===== src/rtl/gpa_pkg.sv =====
package gpa_pkg;
  localparam int PRIO_W   = 8;
  localparam int GSEL_W   = 3;
  localparam int SPRIO_W  = PRIO_W + 1;
  localparam int NUM_SYS  = 3;
  localparam int IRQ_BASE = 16;

  typedef logic signed [SPRIO_W-1:0] sprio_t;

  // system exception k (0 reset, 1 non-maskable, 2 hard fault)
  function automatic sprio_t sys_prio(input int k);
    return sprio_t'(k - NUM_SYS);
  endfunction

  function automatic int sys_num(input int k);
    return k + 1;
  endfunction

  // bits strictly above g form the group field
  function automatic logic [PRIO_W-1:0] group_mask(input logic [GSEL_W-1:0] g);
    logic [PRIO_W-1:0] m;
    for (int b = 0; b < PRIO_W; b++) m[b] = (b > int'(g));
    return m;
  endfunction

  function automatic sprio_t widen(input logic [PRIO_W-1:0] p);
    return sprio_t'({1'b0, p});
  endfunction

  function automatic sprio_t group_of(input sprio_t p, input logic [GSEL_W-1:0] g);
    if (p < 0) return p;
    return widen(p[PRIO_W-1:0] & group_mask(g));
  endfunction

  // left operand holds the lower line numbers, so it keeps ties
  function automatic logic left_wins(input logic va, input logic [PRIO_W-1:0] pa,
                                     input logic vb, input logic [PRIO_W-1:0] pb);
    return va && (!vb || pa <= pb);
  endfunction
endpackage


===== src/rtl/gpa_prio_regs.sv =====
module gpa_prio_regs
  import gpa_pkg::*;
#(
  parameter int NUM_IRQ = 32,
  localparam int IDX_W = $clog2(NUM_IRQ)
) (
  input  logic                clk,
  input  logic                rst_n,
  input  logic                prio_we,
  input  logic [IDX_W-1:0]    prio_idx,
  input  logic [PRIO_W-1:0]   prio_wdata,
  input  logic                grp_we,
  input  logic [GSEL_W-1:0]   grp_wdata,
  output logic [PRIO_W-1:0]   prio_q [NUM_IRQ],
  output logic [GSEL_W-1:0]   grp_q
);
  logic [NUM_IRQ-1:0] line_we;

  for (genvar i = 0; i < NUM_IRQ; i++) begin : g_line
    assign line_we[i] = prio_we && (prio_idx == IDX_W'(i));

    always_ff @(posedge clk or negedge rst_n) begin
      if (!rst_n)          prio_q[i] <= '0;
      else if (line_we[i]) prio_q[i] <= prio_wdata;
    end
  end

  always_ff @(posedge clk or negedge rst_n) begin
    if (!rst_n)      grp_q <= '0;
    else if (grp_we) grp_q <= grp_wdata;
  end
endmodule


===== src/rtl/gpa_cmp_tree.sv =====
module gpa_cmp_tree
  import gpa_pkg::*;
#(
  parameter int NUM_IRQ = 32,
  localparam int IDX_W  = $clog2(NUM_IRQ),
  localparam int LEAVES = 1 << IDX_W,
  localparam int NODES  = 2 * LEAVES - 1
) (
  input  logic [NUM_IRQ-1:0] req,
  input  logic [PRIO_W-1:0]  prio [NUM_IRQ],
  output logic               any,
  output logic [IDX_W-1:0]   idx,
  output logic [PRIO_W-1:0]  best
);
  // heap layout: node n has children 2n+1 (lower lines) and 2n+2
  logic [NODES-1:0]  nd_v;
  logic [PRIO_W-1:0] nd_p [NODES];
  logic [IDX_W-1:0]  nd_i [NODES];

  for (genvar k = 0; k < LEAVES; k++) begin : g_leaf
    if (k < NUM_IRQ) begin : g_real
      assign nd_v[LEAVES-1+k] = req[k];
      assign nd_p[LEAVES-1+k] = prio[k];
    end else begin : g_pad
      assign nd_v[LEAVES-1+k] = 1'b0;
      assign nd_p[LEAVES-1+k] = '1;
    end
    assign nd_i[LEAVES-1+k] = IDX_W'(k);
  end

  for (genvar n = 0; n < LEAVES - 1; n++) begin : g_node
    logic take_l;
    assign take_l  = left_wins(nd_v[2*n+1], nd_p[2*n+1], nd_v[2*n+2], nd_p[2*n+2]);
    assign nd_v[n] = nd_v[2*n+1] | nd_v[2*n+2];
    assign nd_p[n] = take_l ? nd_p[2*n+1] : nd_p[2*n+2];
    assign nd_i[n] = take_l ? nd_i[2*n+1] : nd_i[2*n+2];
  end

  assign any  = nd_v[0];
  assign idx  = nd_v[0] ? nd_i[0] : '0;
  assign best = nd_v[0] ? nd_p[0] : '0;
endmodule


===== src/rtl/gpa_sys_sel.sv =====
module gpa_sys_sel
  import gpa_pkg::*;
#(
  parameter int NUM_IRQ = 32,
  localparam int IDX_W = $clog2(NUM_IRQ),
  localparam int EXC_W = $clog2(IRQ_BASE + NUM_IRQ)
) (
  input  logic [NUM_SYS-1:0] sys_pend,
  input  logic               line_any,
  input  logic [IDX_W-1:0]   line_idx,
  input  logic [PRIO_W-1:0]  line_prio,
  output logic               win_valid,
  output logic               win_is_sys,
  output logic [EXC_W-1:0]   win_num,
  output sprio_t             win_prio
);
  always_comb begin
    win_valid  = line_any;
    win_is_sys = 1'b0;
    win_num    = line_any ? EXC_W'(IRQ_BASE) + EXC_W'(line_idx) : '0;
    win_prio   = line_any ? widen(line_prio) : '0;
    // highest index first so that bit 0 has the final say
    for (int k = NUM_SYS - 1; k >= 0; k--) begin
      if (sys_pend[k]) begin
        win_valid  = 1'b1;
        win_is_sys = 1'b1;
        win_num    = EXC_W'(sys_num(k));
        win_prio   = sys_prio(k);
      end
    end
  end
endmodule


===== src/rtl/gpa_preempt.sv =====
module gpa_preempt
  import gpa_pkg::*;
(
  input  logic              win_valid,
  input  sprio_t            win_prio,
  input  logic [GSEL_W-1:0] grp_sel,
  input  logic              act_valid,
  input  sprio_t            act_grp,
  output sprio_t            win_grp,
  output logic              preempt
);
  logic grp_more_urgent;

  assign win_grp         = win_valid ? group_of(win_prio, grp_sel) : '0;
  assign grp_more_urgent = win_grp < act_grp;
  assign preempt         = win_valid && (!act_valid || grp_more_urgent);
endmodule


===== src/rtl/grp_prio_arbiter.sv =====
module grp_prio_arbiter
  import gpa_pkg::*;
#(
  parameter int NUM_IRQ = 32,
  localparam int IDX_W = $clog2(NUM_IRQ),
  localparam int EXC_W = $clog2(IRQ_BASE + NUM_IRQ)
) (
  input  logic                      clk,
  input  logic                      rst_n,
  input  logic                      prio_we,
  input  logic [IDX_W-1:0]          prio_idx,
  input  logic [7:0]                prio_wdata,
  input  logic                      grp_we,
  input  logic [2:0]                grp_wdata,
  input  logic [2:0]                sys_pend,
  input  logic [NUM_IRQ-1:0]        irq_pend,
  input  logic                      act_valid,
  input  logic signed [8:0]         act_grp,
  output logic                      win_valid,
  output logic [EXC_W-1:0]          win_num,
  output logic signed [8:0]         win_prio,
  output logic signed [8:0]         win_grp,
  output logic                      preempt
);
  // named internal events, observed by the bound checker
  logic [PRIO_W-1:0] prio_q [NUM_IRQ];
  logic [GSEL_W-1:0] grp_q;
  logic              line_any;
  logic [IDX_W-1:0]  line_idx;
  logic [PRIO_W-1:0] line_prio;
  logic              win_is_sys;

  gpa_prio_regs #(.NUM_IRQ(NUM_IRQ)) u_regs (
    .clk        (clk),
    .rst_n      (rst_n),
    .prio_we    (prio_we),
    .prio_idx   (prio_idx),
    .prio_wdata (prio_wdata),
    .grp_we     (grp_we),
    .grp_wdata  (grp_wdata),
    .prio_q     (prio_q),
    .grp_q      (grp_q)
  );

  gpa_cmp_tree #(.NUM_IRQ(NUM_IRQ)) u_tree (
    .req  (irq_pend),
    .prio (prio_q),
    .any  (line_any),
    .idx  (line_idx),
    .best (line_prio)
  );

  gpa_sys_sel #(.NUM_IRQ(NUM_IRQ)) u_sys (
    .sys_pend   (sys_pend),
    .line_any   (line_any),
    .line_idx   (line_idx),
    .line_prio  (line_prio),
    .win_valid  (win_valid),
    .win_is_sys (win_is_sys),
    .win_num    (win_num),
    .win_prio   (win_prio)
  );

  gpa_preempt u_pre (
    .win_valid (win_valid),
    .win_prio  (win_prio),
    .grp_sel   (grp_q),
    .act_valid (act_valid),
    .act_grp   (act_grp),
    .win_grp   (win_grp),
    .preempt   (preempt)
  );
endmodule


===== config.mk =====
export PLATFORM = sky130hd
export DESIGN_NAME = grp_prio_arbiter
export DESIGN_NICKNAME = d
export VERILOG_FILES = /design/src/rtl/gpa_pkg.sv /design/src/rtl/gpa_prio_regs.sv /design/src/rtl/gpa_cmp_tree.sv /design/src/rtl/gpa_sys_sel.sv /design/src/rtl/gpa_preempt.sv /design/src/rtl/grp_prio_arbiter.sv
export SDC_FILE = /design/constraint.sdc
export NUM_CORES = 1
export LEC_CHECK = 0
export ABC_AREA = 1
export ABC_CLOCK_PERIOD_IN_PS = 24800
export BUFFER_PORTS_ARGS = -buffer_cell sky130_fd_sc_hd__buf_2
export CAP_MARGIN = 15
export CORE_MARGIN = 4
export CORE_UTILIZATION = 33
export CTS_BUF_LIST = sky130_fd_sc_hd__clkbuf_4
export DETAILED_ROUTE_END_ITERATION = 8
export GPL_ROUTABILITY_DRIVEN = 0
export PLACE_DENSITY_LB_ADDON = 0.3
export SLEW_MARGIN = 20
export SYNTH_ARGS = -nofsm -noshare
export SYNTH_HDL_FRONTEND = slang
export SYNTH_SLANG_ARGS = --single-unit
export TNS_END_PERCENT = 5

===== constraint.sdc =====
create_clock -name clk -period 24.8 [get_ports clk]
set_input_delay 1.24 -clock clk [delete_from_list [all_inputs] [get_ports clk]]
set_output_delay 1.24 -clock clk [all_outputs]
set_load 0.02 [all_outputs]

==> results.sh, run 1 <==
export IMPL_die_x_um=249
export IMPL_syn_num_nets=2948
export IMPL_crit_fanout=19
export IMPL_synthToLayoutAreaGrowth_pct=11.0
export IMPL_synth_top_family_by_area="simple AND/OR/NAND/NOR gates"
export IMPL_hold_viol=0
export IMPL_hold_path_class="input port to asynchronous set/reset pin"
export IMPL_crit_top_cell="nand2_1"
export IMPL_place_inst=3408
export IMPL_seq_area_frac_synth=0.338
export IMPL_synth_area_leaders="dfrtp_1, ha_1, nand2_1"
export IMPL_grt_ovfl_total=0
export IMPL_fin_nets=3040
export IMPL_hold_worst_slack_ns=0.417
export IMPL_power_leakage_nw=10.7
export IMPL_drtPass1Iterations=5
export IMPL_antenna_found_initial=5
export IMPL_crit_required_ns=23.56
export IMPL_worstSetupPathType="flop to output port"
export IMPL_outcome="completed"
export IMPL_syn_inst=2631
export IMPL_grt_pass1_vias=16700
export IMPL_start_util=0.333
export IMPL_synthMuxAreaShare=0
export IMPL_cts_buffer_depth=3
export IMPL_powerDensity_mw_per_mm2=141
export IMPL_synth_edf_count=0
export IMPL_synth_distinct_cells=48
export IMPL_clkSlewWorstSetupHoldPaths_ns=0.07
export IMPL_drive_above_1_share=0.104
export IMPL_rrSetupSlack_ns=24.06
export IMPL_skew_ns=0
export IMPL_fin_crit_ns=13.39
export IMPL_finalSetupViolations=0
export IMPL_synthArstFlopShare=1.00
export IMPL_syn_area_mm2=0.0192
export IMPL_grt_usage=0.180
export IMPL_final_cell_mix="nand2_1, o21ai_0, inv_1"
export IMPL_cts_root_buf="clkbuf_4"
export IMPL_core_area_mm2=0.0576
export IMPL_wl_mm=56.8
export IMPL_period_share=0.540
export IMPL_numClockSinks=259
export IMPL_cts_hold_buf=0
export IMPL_yosys_area_top_type_share=0.338
export IMPL_drc=0
export IMPL_rows=88
export IMPL_cp_slowest_cell="o21ai_0"
export IMPL_startpoint="u_regs.prio_q[179]"
export IMPL_arrival_ns=12.15
export IMPL_die_height_um=249
export IMPL_ys_warn_count=0
export IMPL_synth_compound_area_frac=0.195
export IMPL_wl_per_cell_um=16.1
export IMPL_synth_main_ff_cell="dfrtp_1"
export IMPL_rsz0062_at_grt="false"
export IMPL_relSlewSlack=0.314
export IMPL_cpPeakStageDelay_ns=0.58
export IMPL_worstSetupEndpointType="output port"
export IMPL_yosys_area_share_simple=0.225
export IMPL_drt_iter0_markers=1271
export IMPL_vias_per_cell=4.92
export IMPL_syn_avg_cell_area_um2=7.29
export IMPL_synth_top_cell_by_area="dfrtp_1"
export IMPL_dr_total_vias=17400
export IMPL_report_final_slew_viol_count=0
export IMPL_ant_nets=0
export IMPL_cts_resized=0
export IMPL_reg2reg_from="u_regs.prio_q[124]"
export IMPL_cts_made_buffers=77
export IMPL_setup_tns_ns=0
export IMPL_cts_max_level=3
export IMPL_cts_tree="built"
export IMPL_final_common_cell="nand2_1"
export IMPL_synthXorXnorAreaFrac=0.000456
export IMPL_clk_latency_ns=0.79
export IMPL_fin_util=0.370
export IMPL_max_freq_ghz=0.0747
export IMPL_synth_adder_area_share=0.164
export IMPL_dieArea_mm2=0.0621
export IMPL_cts_setup_buffers=0
export IMPL_dpl_hpwl_mm=42.3
export IMPL_grt_max_degree=83
export IMPL_start_kind="flop"
export IMPL_vdd_ir_drop_max_mv=0.149
export IMPL_fin_cells=3538
export IMPL_ys_seq_elements=259
export IMPL_worst_slew_pin_slew_ns=1.02
export IMPL_portBuffers=90
export IMPL_ioPinCount=91
export IMPL_grt_pass1_wl_mm=90.5
export IMPL_cap_violations=0
[metrics by stage]
stage          total power [mW]  setup slack, ns  cell area [um2]
2_1_floorplan              2.00            14.20            19200
3_3_place_gp               2.55            12.02            20300
3_5_place_dp               2.56            11.90            20300
4_1_cts                    3.00            11.12            21300
5_1_grt                    3.32            10.03            21300
6_report                   3.00            11.41            21300
[synthesized netlist by cell type (9+ instances only)]
cell type  instances
nand2_2           25
nor2_1           135
nor3_1            22
nand2_1          710
a21oi_1          136
inv_1            295
o21ai_0          448
or2_2             12
dfrtp_1          259
o211ai_1          25
o21bai_1          11
clkbuf_1          84
o21ai_1           12
ha_1             252
and2_1             9
nand4_1           12
nand3_1           88
[worst paths after layout]
| path | cells past startpoint | end |
|---|---|---|
| min | 1 | u_regs.prio_q[197] |
| max in group asynchronous | 3 | u_regs.prio_q[80] |
| min in group clk | 2 | u_regs.prio_q[98] |
| min reg2reg | 2 | u_regs.prio_q[98] |
| max | 60 | preempt |
| max reg2reg | 2 | u_regs.prio_q[124] |
[state kept, by name (all words and copies together), names as in the netlist]
signal / cells
u_regs.grp_q: 3
u_regs.prio_q: 256
[worst max-delay path, delay by kind of cell (launching register included)]
kind / cells / cell delay [ns]
AOI/OAI and AO/OA: 21 / 3.63
xor gates and xnor gates: 1 / 0.18
adders and majority gates: 6 / 1.71
buffers and inverters: 8 / 1.64
DFF: 1 / 0.34
and+or+nand+nor: 24 / 3.81
[metal layers]
metal / track usage / wire length, um / up-vias
met2: 0.282 / 24700 / 410
met3: 0.0420 / 3520 / 86
met1: 0.254 / 27600 / 7933
met4: 0.0435 / 961 / 2
li1: - / - / 8969
met5: 0 / 13 / -
[power by group]
| part | leakage, nW | internal [mW] | switching, mW |
|---|---|---|---|
| logic | 6.80 | 0.671 | 1.37 |
| registers | 3.36 | 0.501 | 0.0545 |
| clock network | 0.554 | 0.218 | 0.196 |
[final cells by class]
class | instances | area [um2]
clock buffer | 107 | 803
inverter | 302 | 1130
timing repair buffer | 103 | 558
fill | 6124 | 36300
clock inverter | 20 | 135
antenna | 2 | 5.00
sequential | 259 | 6480
multi-input combinational | 1980 | 11200
tap | 765 | 957
[logic make-up (layout without fill, tap and decap cells)]
group	after synthesis	after routing
AOI/OAI and AO/OA	688	688
buffers and inverters	392	532
adders and majority gates	252	252
DFF	259	259
and+or+nand+nor	1039	1039
xor gates and xnor gates	1	1
other	0	2
(Power assumes the default switching activity.)
==> run 2, diff against run 1 <==
--- a/config.mk
+++ b/config.mk
@@ -6,7 +6,7 @@
 export NUM_CORES = 1
 export LEC_CHECK = 0
 export ABC_AREA = 1
-export ABC_CLOCK_PERIOD_IN_PS = 24800
+export ABC_CLOCK_PERIOD_IN_PS = 13200
 export BUFFER_PORTS_ARGS = -buffer_cell sky130_fd_sc_hd__buf_2
 export CAP_MARGIN = 15
 export CORE_MARGIN = 4
==> constraint.sdc (replaced) <==
create_clock -name clk -period 13.2 [get_ports clk]
set_input_delay 0.66 -clock clk [delete_from_list [all_inputs] [get_ports clk]]
set_output_delay 0.66 -clock clk [all_outputs]
set_load 0.02 [all_outputs]
==> run 2 against run 1 <==
  * Clock power up 97%
  * Critical endpoint unchanged
  * Register-to-register slack worse by 12 ns
  * First-iteration DRC count decreased by 22%
  * Largest power group unchanged
  * Via count shrank 0.15%
  * Cell area rose by 0.66%
  * Wire length fell by 1.4%
  * Power up 90%
  * Hold slack worse by 0.29 ns
  * Non-clock buffer count grew 6
  * Cell count grew 0.42%
  * Critical path depth shrank 1
==> results.sh, run 2 (synthesis gave the netlist of run 1 again) <==
export IMPL_outcome="completed"
export IMPL_numClockSinks=259
export IMPL_report_final_slew_viol_count=0
export IMPL_top_register="u_regs.prio_q"
export IMPL_met1_length_mm=27.0
export IMPL_cpPeakStageDelay_ns=0.41
export IMPL_worstSetupPathType="flop to output port"
export IMPL_portBuffers=90
export IMPL_rrSetupSlack_ns=12.47
export IMPL_clkSlewWorstSetupHoldPaths_ns=0.06
export IMPL_cts_buffer_depth=3
export IMPL_die_x_um=249
export IMPL_cts_tree="built"
export IMPL_dr_wl_met2_mm=24.3
export IMPL_period_share=0.903
export IMPL_largest_register_ffs=256
export IMPL_wl_mm=56.1
export IMPL_power_leakage_nw=10.8
export IMPL_dr_wl_met3_mm=3.52
export IMPL_cts_max_level=3
export IMPL_skew_ns=0
export IMPL_vias_per_cell=4.89
export IMPL_relSlewSlack=0.380
export IMPL_setup_tns_ns=0
export IMPL_arrival_ns=11.26
export IMPL_fin_crit_ns=11.92
export IMPL_start_util=0.333
export IMPL_ant_nets=0
export IMPL_cts_made_buffers=77
export IMPL_drt_iter0_markers=986
export IMPL_clk_latency_ns=0.82
export IMPL_final_cell_mix="nand2_1, o21ai_0, inv_1"
export IMPL_ioPinCount=91
export IMPL_drtPass1Iterations=8
export IMPL_powerDensity_mw_per_mm2=266
export IMPL_die_height_um=249
export IMPL_final_common_cell="nand2_1"
export IMPL_vdd_ir_drop_max_mv=0.285
export IMPL_max_freq_ghz=0.0839
export IMPL_p_total_mw=5.71
export IMPL_final_cell_area_mm2=0.0214
export IMPL_grt_usage=0.179
export IMPL_crit_required_ns=12.54
export IMPL_synthToLayoutAreaGrowth_pct=11.7
export IMPL_start_kind="flop"
export IMPL_hold_viol=0
export IMPL_drive_above_1_share=0.111
export IMPL_drc=0
export IMPL_dpl_hpwl_mm=41.0
export IMPL_antenna_found_initial=2
export IMPL_worstSetupEndpointType="output port"
export IMPL_dr_total_vias=17400
export IMPL_cap_violations=0
export IMPL_grt_max_degree=156
export IMPL_grt_ovfl_total=0
export IMPL_dieArea_mm2=0.0621
export IMPL_grt_pass1_vias=16700
export IMPL_fin_nets=3046
export IMPL_crit_fanout=17
export IMPL_placed_area_mm2=0.0204
export IMPL_highest_layer="met4"
export IMPL_grt_pass1_wl_mm=89.4
export IMPL_worst_slew_pin_slew_ns=0.929
export IMPL_rsz0062_at_grt="false"
export IMPL_hold_path_class="input port to flop"
export IMPL_reg_largest_list="u_regs.prio_q: 256 flops, u_regs.grp_q: 3 flops"
export IMPL_cts_root_buf="clkbuf_4"
export IMPL_rows=88
export IMPL_cp_slowest_cell="o21ai_0"
export IMPL_core_area_mm2=0.0576
export IMPL_wl_per_cell_um=15.8
export IMPL_finalSetupViolations=0
[run 2: changes by cell type in the layout (fill, tap and decap cells not counted), sizes merged]
cell / change
buf: +4
dlygate4sd3: +1
clkinv: -3
diode: +3
clkbuf: +10
clkinvlp: +3
inv: -3
[run 2: area by class of cell]
class                           instances  area [um2]
Clock inverter                         17         131
Tap cell                              765         957
Antenna cell                            5        12.5
Clock buffer                          116         871
Timing Repair Buffer                  109         616
Fill cell                            6262       36100
Multi-Input combinational cell       1980       11200
Inverter                              302        1140
Sequential cell                       259        6480
[run 2: worst max-delay path: cells and delay by family, from the launching register on]
| family | cells | cell delay (ns) |
|---|---|---|
| xor+xnor | 1 | 0.16 |
| flops | 1 | 0.40 |
| fa+ha+maj | 6 | 1.73 |
| buf+inv | 9 | 1.38 |
| compound gates | 20 | 3.80 |
| simple gates | 23 | 2.97 |
[run 2: power by group]
| group | switching [mW] | leakage [nW] | total [mW] | internal (mW) |
|---|---|---|---|---|
| clock | 0.377 | 0.588 | 0.814 | 0.438 |
| sequential | 0.0993 | 3.36 | 1.04 | 0.941 |
| combinational | 2.57 | 6.83 | 3.86 | 1.29 |
[run 2: worst paths after layout]
path                                 endpoint          startpoint  cells after the start
hold / removal                u_regs.grp_q[1]        grp_wdata[1]                      3
max in group asynchronous   u_regs.prio_q[76]               rst_n                      3
setup / recovery                      preempt  u_regs.prio_q[153]                     59
min in group asynchronous  u_regs.prio_q[207]               rst_n                      2
setup reg to reg           u_regs.prio_q[121]  u_regs.prio_q[121]                      2
hold reg to reg            u_regs.prio_q[216]  u_regs.prio_q[216]                      2
[run 2: per-stage QoR]
stage	hold WS (ns)	cells	worst slack [ns]	utilization
after floorplan	0.364	2631	3.36	-
final	0.125	3553	1.28	0.372
after CTS	0.0650	3543	0.528	0.371
after global placement	0.466	3409	1.48	0.354
after detailed placement	0.472	3409	1.49	0.354
after global routing	0.0706	3553	0.107	0.372
[run 2: layer usage]
layer,GRT usage,vias up
li1,-,9000
met1,0.250,7903
met2,0.278,387
met3,0.0406,84
met4,0.0491,0
met5,0,-
[run 2: what timing repair did]
action	4_1_cts	5_1_grt
hold buffers	1	0
buffers inserted	0	4
endpoints found under the hold margin	104	0
endpoints found under the setup margin	0	1
resized for setup	0	9
